### config.mk
export PLATFORM = sky130hd
export DESIGN_NAME = wavedma_engine
export DESIGN_NICKNAME = d
export VERILOG_FILES = /design/src/rtl/wavedma_pkg.sv /design/src/rtl/wavedma_cfg.sv /design/src/rtl/wavedma_addr.sv /design/src/rtl/wavedma_seq.sv /design/src/rtl/wavedma_engine.sv
export SDC_FILE = /design/constraint.sdc
export NUM_CORES = 1
export LEC_CHECK = 0
export BUFFER_PORTS_ARGS = -buffer_cell sky130_fd_sc_hd__buf_2
export CORE_MARGIN = 3
export CORE_UTILIZATION = 53
export DETAILED_ROUTE_END_ITERATION = 16
export PLACE_DENSITY = 0.92
export SLEW_MARGIN = 20
export SYNTH_ARGS = -nofsm -noshare
export SYNTH_HDL_FRONTEND = slang
export SYNTH_SLANG_ARGS = --single-unit
### constraint.sdc
create_clock -name clk -period 4.6 [get_ports clk]
set_clock_uncertainty 0.1 [all_clocks]
set_input_delay 0.92 -clock clk [delete_from_list [all_inputs] [get_ports clk]]
set_output_delay 0.92 -clock clk [all_outputs]
set_load 0.01 [all_outputs]
### src/rtl/wavedma_pkg.sv
package wavedma_pkg;
    typedef enum logic [2:0] {
        ST_IDLE,
        ST_LOAD,
        ST_READ,
        ST_RWAIT,
        ST_WRITE,
        ST_DONE
    } seq_state_e;

    typedef struct packed {
        logic dir;   // 1: registers -> memory, 0: memory -> registers
        logic gate;  // 1: write zeros, no reads
    } xfer_mode_t;

    localparam logic [1:0] SEL_MEMADR = 2'd0;
    localparam logic [1:0] SEL_REGADR = 2'd1;
    localparam logic [1:0] SEL_CTRL   = 2'd2;

    localparam int HI_LSB    = 16;
    localparam int DIR_BIT   = 16;
    localparam int GATE_BIT  = 17;
    localparam int START_BIT = 31;
endpackage

### src/rtl/wavedma_cfg.sv
module wavedma_cfg
    import wavedma_pkg::*;
#(
    parameter int HI_W  = 7,
    parameter int LO_W  = 14,
    parameter int RF_W  = 14,
    parameter int LEN_W = 15
) (
    input  logic              clk,
    input  logic              rst_n,
    input  logic              cfg_we,
    input  logic [1:0]        cfg_sel,
    input  logic [31:0]       cfg_wdata,
    input  logic              done,
    output logic [HI_W-1:0]   hi_q,
    output logic [LO_W-1:0]   lo_q,
    output logic [RF_W-1:0]   rf_q,
    output logic [LEN_W-1:0]  len_q,
    output xfer_mode_t        mode_q,
    output logic              start_q
);
    logic cfg_unused;
    assign cfg_unused = ^cfg_wdata;

    always_ff @(posedge clk) begin
        if (!rst_n) begin
            hi_q    <= '0;
            lo_q    <= '0;
            rf_q    <= '0;
            len_q   <= '0;
            mode_q  <= '0;
            start_q <= 1'b0;
        end else if (done) begin
            start_q <= 1'b0;
        end else if (cfg_we && !start_q) begin
            case (cfg_sel)
                SEL_MEMADR: begin
                    lo_q <= cfg_wdata[LO_W-1:0];
                    hi_q <= cfg_wdata[HI_LSB +: HI_W];
                end
                SEL_REGADR: rf_q <= cfg_wdata[RF_W-1:0];
                SEL_CTRL: begin
                    len_q       <= cfg_wdata[LEN_W-1:0];
                    mode_q.dir  <= cfg_wdata[DIR_BIT];
                    mode_q.gate <= cfg_wdata[GATE_BIT];
                    start_q     <= cfg_wdata[START_BIT];
                end
                default: ;
            endcase
        end
    end
endmodule

### src/rtl/wavedma_addr.sv
module wavedma_addr
    import wavedma_pkg::*;
#(
    parameter int MEM_AW = 17,
    parameter int REG_AW = 16,
    parameter int HI_W   = 7,
    parameter int LO_W   = 14,
    parameter int LEN_W  = 15,
    parameter int CNT_W  = 16
) (
    input  logic [HI_W-1:0]      hi,
    input  logic [LO_W-1:0]      lo,
    input  logic [REG_AW-3:0]    rf,
    input  logic [LEN_W-1:0]     len,
    input  xfer_mode_t           mode,
    output logic [MEM_AW-1:0]    mem_start,
    output logic [REG_AW-1:0]    reg_start,
    output logic [CNT_W-1:0]     clip_len
);
    localparam int RAW_W = HI_LSB + HI_W;

    logic [RAW_W-1:0]  raw_addr;
    logic [CNT_W-1:0]  words_left;
    logic [CNT_W-1:0]  len_ext;

    always_comb begin
        raw_addr   = {hi, {HI_LSB{1'b0}}} | RAW_W'({lo, 2'b00});
        mem_start  = raw_addr[MEM_AW-1:0];
        reg_start  = {rf, 2'b00};
        words_left = (CNT_W'(1) << (MEM_AW - 2)) - CNT_W'(mem_start[MEM_AW-1:2]);
        len_ext    = CNT_W'(len);
        if (mode.gate && !mode.dir)
            clip_len = len_ext;
        else if (len_ext < words_left)
            clip_len = len_ext;
        else
            clip_len = words_left;
    end
endmodule

### src/rtl/wavedma_seq.sv
module wavedma_seq
    import wavedma_pkg::*;
#(
    parameter int MEM_AW = 17,
    parameter int REG_AW = 16,
    parameter int CNT_W  = 16,
    parameter int DW     = 32
) (
    input  logic              clk,
    input  logic              rst_n,
    input  logic              start_q,
    input  xfer_mode_t        mode,
    input  logic [MEM_AW-1:0] mem_start,
    input  logic [REG_AW-1:0] reg_start,
    input  logic [CNT_W-1:0]  clip_len,
    input  logic              mem_ready,
    input  logic              mem_rvalid,
    input  logic [DW-1:0]     mem_rdata,
    input  logic              reg_ready,
    input  logic              reg_rvalid,
    input  logic [DW-1:0]     reg_rdata,
    output logic              mem_valid,
    output logic              mem_we,
    output logic [MEM_AW-1:0] mem_addr,
    output logic [DW-1:0]     mem_wdata,
    output logic              reg_valid,
    output logic              reg_we,
    output logic [REG_AW-1:0] reg_addr,
    output logic [DW-1:0]     reg_wdata,
    output logic              done
);
    seq_state_e        state_q, state_d;
    logic [CNT_W-1:0]  cnt_q;
    logic [MEM_AW-1:0] maddr_q;
    logic [REG_AW-1:0] raddr_q;
    logic [DW-1:0]     data_q;
    logic              src_ready, src_rvalid, dst_ready;
    logic              last_word;

    assign src_ready  = mode.dir ? reg_ready  : mem_ready;
    assign src_rvalid = mode.dir ? reg_rvalid : mem_rvalid;
    assign dst_ready  = mode.dir ? mem_ready  : reg_ready;
    assign last_word  = (cnt_q == CNT_W'(1));

    // state register
    always_ff @(posedge clk) begin
        if (!rst_n) state_q <= ST_IDLE;
        else        state_q <= state_d;
    end

    // next state
    always_comb begin
        state_d = state_q;
        unique case (state_q)
            ST_IDLE:  if (start_q) state_d = ST_LOAD;
            ST_LOAD: begin
                if (clip_len == '0)  state_d = ST_DONE;
                else if (mode.gate)  state_d = ST_WRITE;
                else                 state_d = ST_READ;
            end
            ST_READ:  if (src_ready)  state_d = ST_RWAIT;
            ST_RWAIT: if (src_rvalid) state_d = ST_WRITE;
            ST_WRITE: begin
                if (dst_ready) begin
                    if (last_word)      state_d = ST_DONE;
                    else if (mode.gate) state_d = ST_WRITE;
                    else                state_d = ST_READ;
                end
            end
            ST_DONE:  state_d = ST_IDLE;
            default:  state_d = ST_IDLE;
        endcase
    end

    // word counter, address pointers, data holding register
    always_ff @(posedge clk) begin
        if (!rst_n) begin
            cnt_q   <= '0;
            maddr_q <= '0;
            raddr_q <= '0;
            data_q  <= '0;
        end else begin
            if (state_q == ST_LOAD) begin
                cnt_q   <= clip_len;
                maddr_q <= mem_start;
                raddr_q <= reg_start;
            end
            if (state_q == ST_RWAIT && src_rvalid)
                data_q <= mode.dir ? reg_rdata : mem_rdata;
            if (state_q == ST_WRITE && dst_ready) begin
                cnt_q   <= cnt_q - CNT_W'(1);
                maddr_q <= maddr_q + MEM_AW'(4);
                raddr_q <= raddr_q + REG_AW'(4);
            end
        end
    end

    // outputs
    always_comb begin
        mem_valid = ((state_q == ST_READ) && !mode.dir) || ((state_q == ST_WRITE) && mode.dir);
        reg_valid = ((state_q == ST_READ) && mode.dir)  || ((state_q == ST_WRITE) && !mode.dir);
        mem_we    = (state_q == ST_WRITE);
        reg_we    = (state_q == ST_WRITE);
        mem_addr  = maddr_q;
        reg_addr  = raddr_q;
        mem_wdata = mode.gate ? '0 : data_q;
        reg_wdata = mode.gate ? '0 : data_q;
        done      = (state_q == ST_DONE);
    end
endmodule

### src/rtl/wavedma_engine.sv
module wavedma_engine
    import wavedma_pkg::*;
#(
    parameter int MEM_AW = 17,
    parameter int REG_AW = 16,
    parameter int HI_W   = 7,
    parameter int LO_W   = 14,
    parameter int LEN_W  = 15
) (
    input  logic              clk,
    input  logic              rst_n,
    input  logic              cfg_we,
    input  logic [1:0]        cfg_sel,
    input  logic [31:0]       cfg_wdata,
    output logic              busy,
    output logic              dma_end_main,
    output logic              dma_end_sub,
    output logic              mem_valid,
    input  logic              mem_ready,
    output logic              mem_we,
    output logic [MEM_AW-1:0] mem_addr,
    output logic [31:0]       mem_wdata,
    input  logic              mem_rvalid,
    input  logic [31:0]       mem_rdata,
    output logic              reg_valid,
    input  logic              reg_ready,
    output logic              reg_we,
    output logic [REG_AW-1:0] reg_addr,
    output logic [31:0]       reg_wdata,
    input  logic              reg_rvalid,
    input  logic [31:0]       reg_rdata
);
    localparam int RF_W  = REG_AW - 2;
    localparam int CNT_W = (LEN_W > MEM_AW - 1) ? LEN_W + 1 : MEM_AW;

    logic [HI_W-1:0]   hi_q;
    logic [LO_W-1:0]   lo_q;
    logic [RF_W-1:0]   rf_q;
    logic [LEN_W-1:0]  len_q;
    xfer_mode_t        mode_q;
    logic              start_q;
    logic              done;
    logic [MEM_AW-1:0] mem_start;
    logic [REG_AW-1:0] reg_start;
    logic [CNT_W-1:0]  clip_len;

    wavedma_cfg #(.HI_W(HI_W), .LO_W(LO_W), .RF_W(RF_W), .LEN_W(LEN_W)) u_cfg (
        .clk(clk), .rst_n(rst_n), .cfg_we(cfg_we), .cfg_sel(cfg_sel),
        .cfg_wdata(cfg_wdata), .done(done), .hi_q(hi_q), .lo_q(lo_q),
        .rf_q(rf_q), .len_q(len_q), .mode_q(mode_q), .start_q(start_q)
    );

    wavedma_addr #(.MEM_AW(MEM_AW), .REG_AW(REG_AW), .HI_W(HI_W), .LO_W(LO_W),
                   .LEN_W(LEN_W), .CNT_W(CNT_W)) u_addr (
        .hi(hi_q), .lo(lo_q), .rf(rf_q), .len(len_q), .mode(mode_q),
        .mem_start(mem_start), .reg_start(reg_start), .clip_len(clip_len)
    );

    wavedma_seq #(.MEM_AW(MEM_AW), .REG_AW(REG_AW), .CNT_W(CNT_W), .DW(32)) u_seq (
        .clk(clk), .rst_n(rst_n), .start_q(start_q), .mode(mode_q),
        .mem_start(mem_start), .reg_start(reg_start), .clip_len(clip_len),
        .mem_ready(mem_ready), .mem_rvalid(mem_rvalid), .mem_rdata(mem_rdata),
        .reg_ready(reg_ready), .reg_rvalid(reg_rvalid), .reg_rdata(reg_rdata),
        .mem_valid(mem_valid), .mem_we(mem_we), .mem_addr(mem_addr), .mem_wdata(mem_wdata),
        .reg_valid(reg_valid), .reg_we(reg_we), .reg_addr(reg_addr), .reg_wdata(reg_wdata),
        .done(done)
    );

    assign busy         = start_q;
    assign dma_end_main = done;
    assign dma_end_sub  = done;
endmodule

==> run summary, run 1 <==
Nets -> 1,126
Hold Fails Final Rpt -> 0
CTS tree -> done
Setup tns final -> 0 ns
CP Capture Type -> register
Post-synth top area share -> 33.7%
Clock Sinks -> 128
Outcome -> finished, final reports clean
Post-Syn Area -> 0.00761 mm^2
Endpoints failing setup -> 0
First-pass GRT wire length -> 32,600 um
Worst-Skew Late Latency -> 0.42 ns
F_max -> 0.230 GHz
RD Place Congestion -> 0.912
CTS buffer count -> 17
Required @ worst endpoint -> 4.83 ns
Unique masters post-synth -> 62
I/O pin cnt -> 209
Most frequent cells in the layout -> 189 x buf_2, 127 x dfxtp_1, 98 x nor2b_1, 95 x mux2i_1, 82 x nand2_1
Startpoint types -> register
Total power draw -> 2.93 mW
Post_cts resized -> 0
Reg2Reg Capture Point -> u_seq.cnt_q[5]
Detailed-route DRC error count -> 0
Vias in the first global route -> 6,667
Post-synth top flop -> dfxtp_1
Synth area leader -> dfxtp_1
Final min period -> 4.35 ns
Setup crit start -> u_cfg.lo_q[1]
Slowest stage delay, CP -> 0.43 ns
Most Crowded Layer GR -> met2
Overflow after GRT -> 0
Worst hold path type -> register to register
Peak supply drop -> 0.000281 V
Core Footprint -> 0.0140 mm^2
Family with the most delay on the worst path -> simple AND/OR/NAND/NOR gates
WHS Endpoint -> u_seq.data_q[17]
Die Span Y -> 126 um
Post-Place Worst Slack -> 0.446 ns
Worst R2R Setup Slack -> 0.25 ns
Root Buffer -> clkbuf_16
Grt met1 use -> 30.4%
WHS -> 0.388 ns
Placed Cells -> 1,162
Clock Pin Slew Worst Setup and Hold Paths -> 0.05 ns
Commonest non-fill, non-tap cell in the layout -> buf_2
Layout cells sized above 1 -> 25.6%
Ant diodes -> 0
Max-cap violation count -> 0
Initial antenna violation count -> 0
Area delta synth->final -> 18.0%
Clock buffer depth -> 2
# port buffers -> 190
Yosys reg bits -> 128
Worst Min Path Start -> u_seq.data_q[17]
Grt met2 use -> 42.6%
Crit path kind -> register to register
Hold Buf Count CTS -> 0
Post-Route WL -> 20,400 um
R2R depth -> 14
Routed wire length per instance -> 17.1 um
Cells along the critical path -> inv_1 -> ha_1 -> nand2b_1 -> or3_4 -> or4_1 -> xnor2_1 -> ha_1 -> a211oi_1 -> o21ai_0 -> a221oi_1 -> o21ai_0 -> nand3_4 -> mux2_2 -> o21ai_0
Initial drt markers -> 439
Power density over the cells -> 327 mW/mm^2
Rel. slew slack -> 36.0%
WHS Path Cells -> 1
Synth top area cells -> dfxtp_1 34%, mux2i_1 12%, nor2b_1 8.1%
Via count -> 6,930
Total Routing Usage GR -> 25.0%
Yosys warnings -> 0
Cell repeated most along the worst path -> o21ai_0
Leakage -> 4.36 nW
Initial Util -> 54.4%
Least-Margin Pin Slew -> 0.958 ns
DIE AREA -> 0.0158 mm^2
H-tree depth -> 4
Met3 Use GR -> 4.24%
Overall die width -> 126 um
Worst path bufs/invs -> 1
Final Max Slew Viols -> 0
Post-DP HPWL -> 14,500 um
Final period util -> 94.6%
RSZ-0062 raised after global routing -> no
Register area share after synthesis -> 33.7%
Syn_area_per_cell -> 8.74 um^2
Worst path slowest cell -> or4_1
Rows -> 43
Worst setup margin -> 0.251 ns
EDFF count, synth -> 0
First-pass DRT Iterations -> 7
Via density -> 5.81
Worst EP arrival -> 4.58 ns
Fill cell count -> 1,093
Routed Antenna Nets -> 0
Post-Layout Cell Count -> 1,192
R2R Path Start -> u_cfg.lo_q[1]
Critical-path maximum fanout -> 16
Largest net degree at the start of global routing -> 99
# Post-CTS Setup Buffers -> 0
Post-Synthesis Cells -> 871
Ys async rst share -> 0%
## worst max-delay path by stage
stage / slack [ns] / endpoint / cells after the start
floorplan: 0.79 / u_seq.cnt_q[11] / 14
global placement: 0.49 / u_seq.cnt_q[14] / 12
detailed placement: 0.45 / u_seq.cnt_q[11] / 12
CTS: 0.27 / u_seq.cnt_q[5] / 14
global route: 0.06 / u_seq.cnt_q[14] / 14
finish: 0.25 / u_seq.cnt_q[5] / 14
## sequential cells by signal (all words and copies together) (netlist names)
name and flops:
u_cfg.hi_q 1, u_cfg.len_q 15, u_cfg.lo_q 14, u_cfg.mode_q 2
u_cfg.rf_q 14, u_cfg.start_q 1, u_seq.cnt_q 17, u_seq.data_q 32
u_seq.mem_addr 15, u_seq.reg_addr 14, u_seq.state_q 3
## power breakdown
group | internal (mW) | leakage, nW | switching (mW)
logic | 0.192 | 3.05 | 0.255
registers | 1.14 | 1.04 | 0.0431
clock network | 0.828 | 0.279 | 0.472
## layer usage
| layer | vias up | wire length [um] |
|---|---|---|
| li1 | 3311 | - |
| met1 | 3254 | 8200 |
| met2 | 294 | 10100 |
| met3 | 71 | 1330 |
| met4 | 0 | 746 |
| met5 | - | 0 |
## cells in the mapped netlist (6+ instances only)
| cell | instances |
|---|---|
| nand4_1 | 7 |
| o211ai_1 | 11 |
| xnor2_1 | 9 |
| buf_2 | 6 |
| clkbuf_1 | 41 |
| a21oi_1 | 20 |
| nor2_1 | 28 |
| nor2b_1 | 98 |
| nand2b_1 | 6 |
| dfxtp_1 | 128 |
| o21ai_0 | 38 |
| xor2_1 | 6 |
| a31oi_1 | 7 |
| nor3_1 | 27 |
| ha_1 | 19 |
| and3_1 | 14 |
| mux2_2 | 13 |
| mux2i_1 | 95 |
| nor4_1 | 8 |
| a21boi_0 | 16 |
| buf_4 | 39 |
| nand3_1 | 15 |
| o211a_1 | 33 |
| nand2_1 | 82 |
| a221oi_1 | 8 |
| inv_1 | 25 |
## cell families after synthesis
logic type	Yosys count	share of synthesized area, %
adder cells (fa/ha/maj)	19	3.12
multiplexers	108	14.4
XOR/XNOR	15	1.73
other	1	0.0493
AND/OR/NAND/NOR	316	23.2
flip-flops	128	33.7
buffers and inverters	117	7.89
AO/OA/AOI/OAI	167	16.0
## stage by stage
| step | util [%] | area [um^2] |
|---|---|---|
| floorplan | - | 7620 |
| global placement | 59.9 | 8380 |
| detailed placement | 59.9 | 8380 |
| CTS | 63.9 | 8940 |
| global route | 64.2 | 8980 |
| finish | 64.2 | 8980 |
## layout make-up
class	instances	area (um^2)	area share, %
Timing Repair Buffer	201	1060	11.8
Sequential cell	128	2560	28.6
Inverter	25	93.8	1.05
Clock buffer	23	478	5.32
Multi-Input combinational cell	629	4480	49.9
Tap cell	180	225	2.51
Clock inverter	6	83.8	0.934
Note: power is estimated with default switching activity, not from simulation.
==> run 2: changes to the inputs <==
ABC_AREA = 1   (was default)
CORE_MARGIN = default   (was 3)
==> run 2 against run 1 <==
Net effect: clock-buffer cell count is 1 lower; global-route usage is 5.3 points higher; critical path depth is 12 higher; critical endpoint is now u_seq.state_q[2]; largest cell class unchanged.
==> run summary, run 2 <==
Clock Sinks -> 128 (unchanged)
Post-Layout Cell Count -> 1,411 (+18%)
Post_cts resized -> 0 (unchanged)
Biggest regs -> u_seq.data_q x32, u_seq.cnt_q x17
Top reg by flops -> u_seq.data_q
Slowest stage delay, CP -> 0.33 ns (-0.10 ns)
Most frequent cells in the layout -> 239 x nand2_1, 190 x buf_2, 140 x nor2_1, 128 x dfxtp_1, 119 x inv_1
Unique masters post-synth -> 53 (-15%)
DRT met1 WL -> 8650 um (+5.5%)
Met3 Wirelength -> 1990 um (+50%)
First-pass DRT Iterations -> 5 (-2)
Post-Syn Area -> 0.00727 mm^2 (-4.5%)
Post-Route WL -> 21,300 um (+4.4%)
Setup tns final -> 0 ns (unchanged)
Family with the most delay on the worst path -> simple AND/OR/NAND/NOR gates
Top cells by count, synth -> 239 x nand2_1, 140 x nor2_1, 128 x dfxtp_1, 119 x inv_1, 106 x o21ai_0
H-tree depth -> 4 (unchanged)
Initial antenna violation count -> 1 (+1)
Final Max Slew Viols -> 0 (unchanged)
CTS tree -> done
Required @ worst endpoint -> 4.85 ns (+0.02 ns)
Hold Buf Count CTS -> 0 (unchanged)
F_max -> 0.259 GHz (+13%)
# Post-CTS Setup Buffers -> 0 (unchanged)
Rel. slew slack -> 42.4% (+6.4 points)
Yosys reg bits -> 128 (unchanged)
Leakage -> 4.12 nW (-5.4%)
Post-synth top flop -> dfxtp_1
Clock buffer depth -> 2 (unchanged)
Yosys warnings -> 0 (unchanged)
Core Footprint -> 0.0133 mm^2 (-5.0%)
Max-cap violation count -> 0 (unchanged)
Placed Cells -> 1,382 (+19%)
RSZ-0062 raised after global routing -> no
Routed wire length per instance -> 15.1 um (-12%)
Least-Margin Pin Slew -> 0.855 ns (-0.102 ns)
Overflow after GRT -> 0 (unchanged)
Worst EP arrival -> 4.11 ns (-0.47 ns)
Cell repeated most along the worst path -> nand2_1
Via density -> 5.54 (-4.8%)
Outcome -> finished, final reports clean
Post-DP HPWL -> 15,200 um (+4.8%)
Worst path slowest cell -> dfxtp_1
Total Routing Usage GR -> 30.3% (+5.3 points)
Post-synth top area share -> 35.2% (+1.6 points)
Detailed-route DRC error count -> 0 (unchanged)
Startpoint types -> register
Largest net degree at the start of global routing -> 65 (-34%)
Uppermost layer routed -> met4
Register area share after synthesis -> 35.2% (+1.6 points)
Initial drt markers -> 738 (+68%)
Endpoints failing setup -> 0 (unchanged)
Final min period -> 3.86 ns (-0.490 ns)
Max FFs per register -> 32 (unchanged)
Commonest non-fill, non-tap cell in the layout -> nand2_1
Initial Util -> 54.7% (+0.29 points)
Layout cells sized above 1 -> 20.5% (-5.1 points)
# port buffers -> 190 (unchanged)
Total power draw -> 3.01 mW (+2.6%)
EDFF count, synth -> 0 (unchanged)
Ys async rst share -> 0% (unchanged)
Worst path bufs/invs -> 2 (+1)
RD Place Congestion -> 0.930 (+2.0%)
Worst hold path type -> register to register
Post-Synthesis Cells -> 1,094 (+26%)
Via count -> 7,812 (+13%)
Final period util -> 83.9% (-11 points)
Worst-Skew Late Latency -> 0.42 ns (about the same)
Area delta synth->final -> 19.4%
Fill cell count -> 1,118 (+2.3%)
Hold Fails Final Rpt -> 0 (unchanged)
Worst R2R Setup Slack -> 0.74 ns (+0.49 ns)
First-pass GRT wire length -> 34,300 um (+5.4%)
Critical-path maximum fanout -> 16 (unchanged)
Most common cell in the synthesized netlist -> nand2_1
Crit path kind -> register to register
I/O pin cnt -> 209 (unchanged)
Peak supply drop -> 0.000265 V (-5.6%)
Vias in the first global route -> 7,183 (+7.7%)
Root Buffer -> clkbuf_16
CTS buffer count -> 17 (unchanged)
Rows -> 42 (-2.3%)
Power density over the cells -> 346 mW/mm^2 (+6.1%)
Met2 wire len -> 10,100 um (-0.11%)
Synth area leader -> dfxtp_1
Routed Antenna Nets -> 0 (unchanged)
Nets -> 1,349 (+20%)
CP Capture Type -> register
Synth top area cells -> dfxtp_1 35%, nand2_1 12%, o21ai_0 7.3%
Die Span Y -> 119 um (-5.3%)
Overall die width -> 119 um (-5.3%)
Syn_area_per_cell -> 6.65 um^2 (-24%)
DIE AREA -> 0.0142 mm^2 (-10%)
Clock Pin Slew Worst Setup and Hold Paths -> 0.06 ns (about the same)
-- run 2: changes by cell type after synthesis, moves of 15 or more --
cell / delta
a21boi_0: -15
a21oi_1: +24
a31oi_1: +51
inv_1: +94
mux2i_1: -94
nand2_1: +157
nand3_1: +30
nor2_1: +112
nor2b_1: -98
o211a_1: -33
o21ai_0: +68
-- run 2: final timing paths --
path,from,end,cells past startpoint
worst max register to register,u_cfg.lo_q[0],u_seq.state_q[2],26
worst max-delay path,u_cfg.lo_q[0],u_seq.state_q[2],26
worst min-delay path,u_cfg.rf_q[10],u_seq.reg_addr[12],2
worst min register to register,u_cfg.rf_q[10],u_seq.reg_addr[12],2
-- run 2: per-layer routing --
metal	global-route usage [%]	vias to the layer above
li1	-	3799
met1	37.3	3528
met2	49.6	433
met3	8.09	52
met4	12.8	0
met5	0	-
-- run 2: area by class of cell --
type | instances | area, um^2 | share of cell area [%]
Multi-Input combinational cell | 755 | 3770 | 43.4
Sequential cell | 128 | 2560 | 29.5
Timing Repair Buffer | 200 | 1030 | 11.8
Clock buffer | 22 | 484 | 5.58
Inverter | 123 | 462 | 5.32
Tap cell | 176 | 220 | 2.54
Clock inverter | 6 | 155 | 1.79
Antenna cell | 1 | 2.50 | 0.0288
-- run 2: logic make-up (layout without fill, tap and decap cells) --
| group | Yosys count | count (layout) | share of synthesized area [%] |
|---|---|---|---|
| buffers and inverters | 214 | 351 | 13.4 |
| other | 1 | 5 | 0.0516 |
| xor gates and xnor gates | 16 | 16 | 1.93 |
| and+or+nand+nor | 478 | 478 | 27.5 |
| muxes | 3 | 3 | 0.447 |
| adders and majority gates | 19 | 19 | 3.27 |
| DFF | 128 | 128 | 35.2 |
| AOI/OAI and AO/OA | 235 | 235 | 18.2 |
-- run 2: worst reg2reg max path: cells and delay by family, from the launching register on --
kind / cells / cell delay, ns
AO/OA/AOI/OAI: 1 / 0.14
XOR/XNOR: 1 / 0.20
adder cells (fa/ha/maj): 2 / 0.52
buffers and inverters: 2 / 0.21
flip-flops: 1 / 0.33
AND/OR/NAND/NOR: 20 / 2.26
-- run 2: where the power goes --
group	total [mW]	internal [mW]	switching [mW]	leakage, nW
combinational	0.372	0.131	0.241	2.77
sequential	1.17	1.14	0.0295	1.04
clock	1.47	1.00	0.463	0.314
total	3.01	2.27	0.734	4.12
-- run 2: per-stage QoR --
stage / hold slack [ns] / util (%) / instance area, um^2 / setup WS [ns]
final: 0.377 / 65.3 / 8680 / 0.741
after detailed placement: 0.359 / 60.5 / 8040 / 0.911
after global placement: 0.353 / 60.5 / 8040 / 1.03
after floorplan: 0.336 / - / 7280 / 1.60
after CTS: 0.375 / 65.3 / 8680 / 0.811
after global routing: 0.402 / 65.3 / 8680 / 0.427
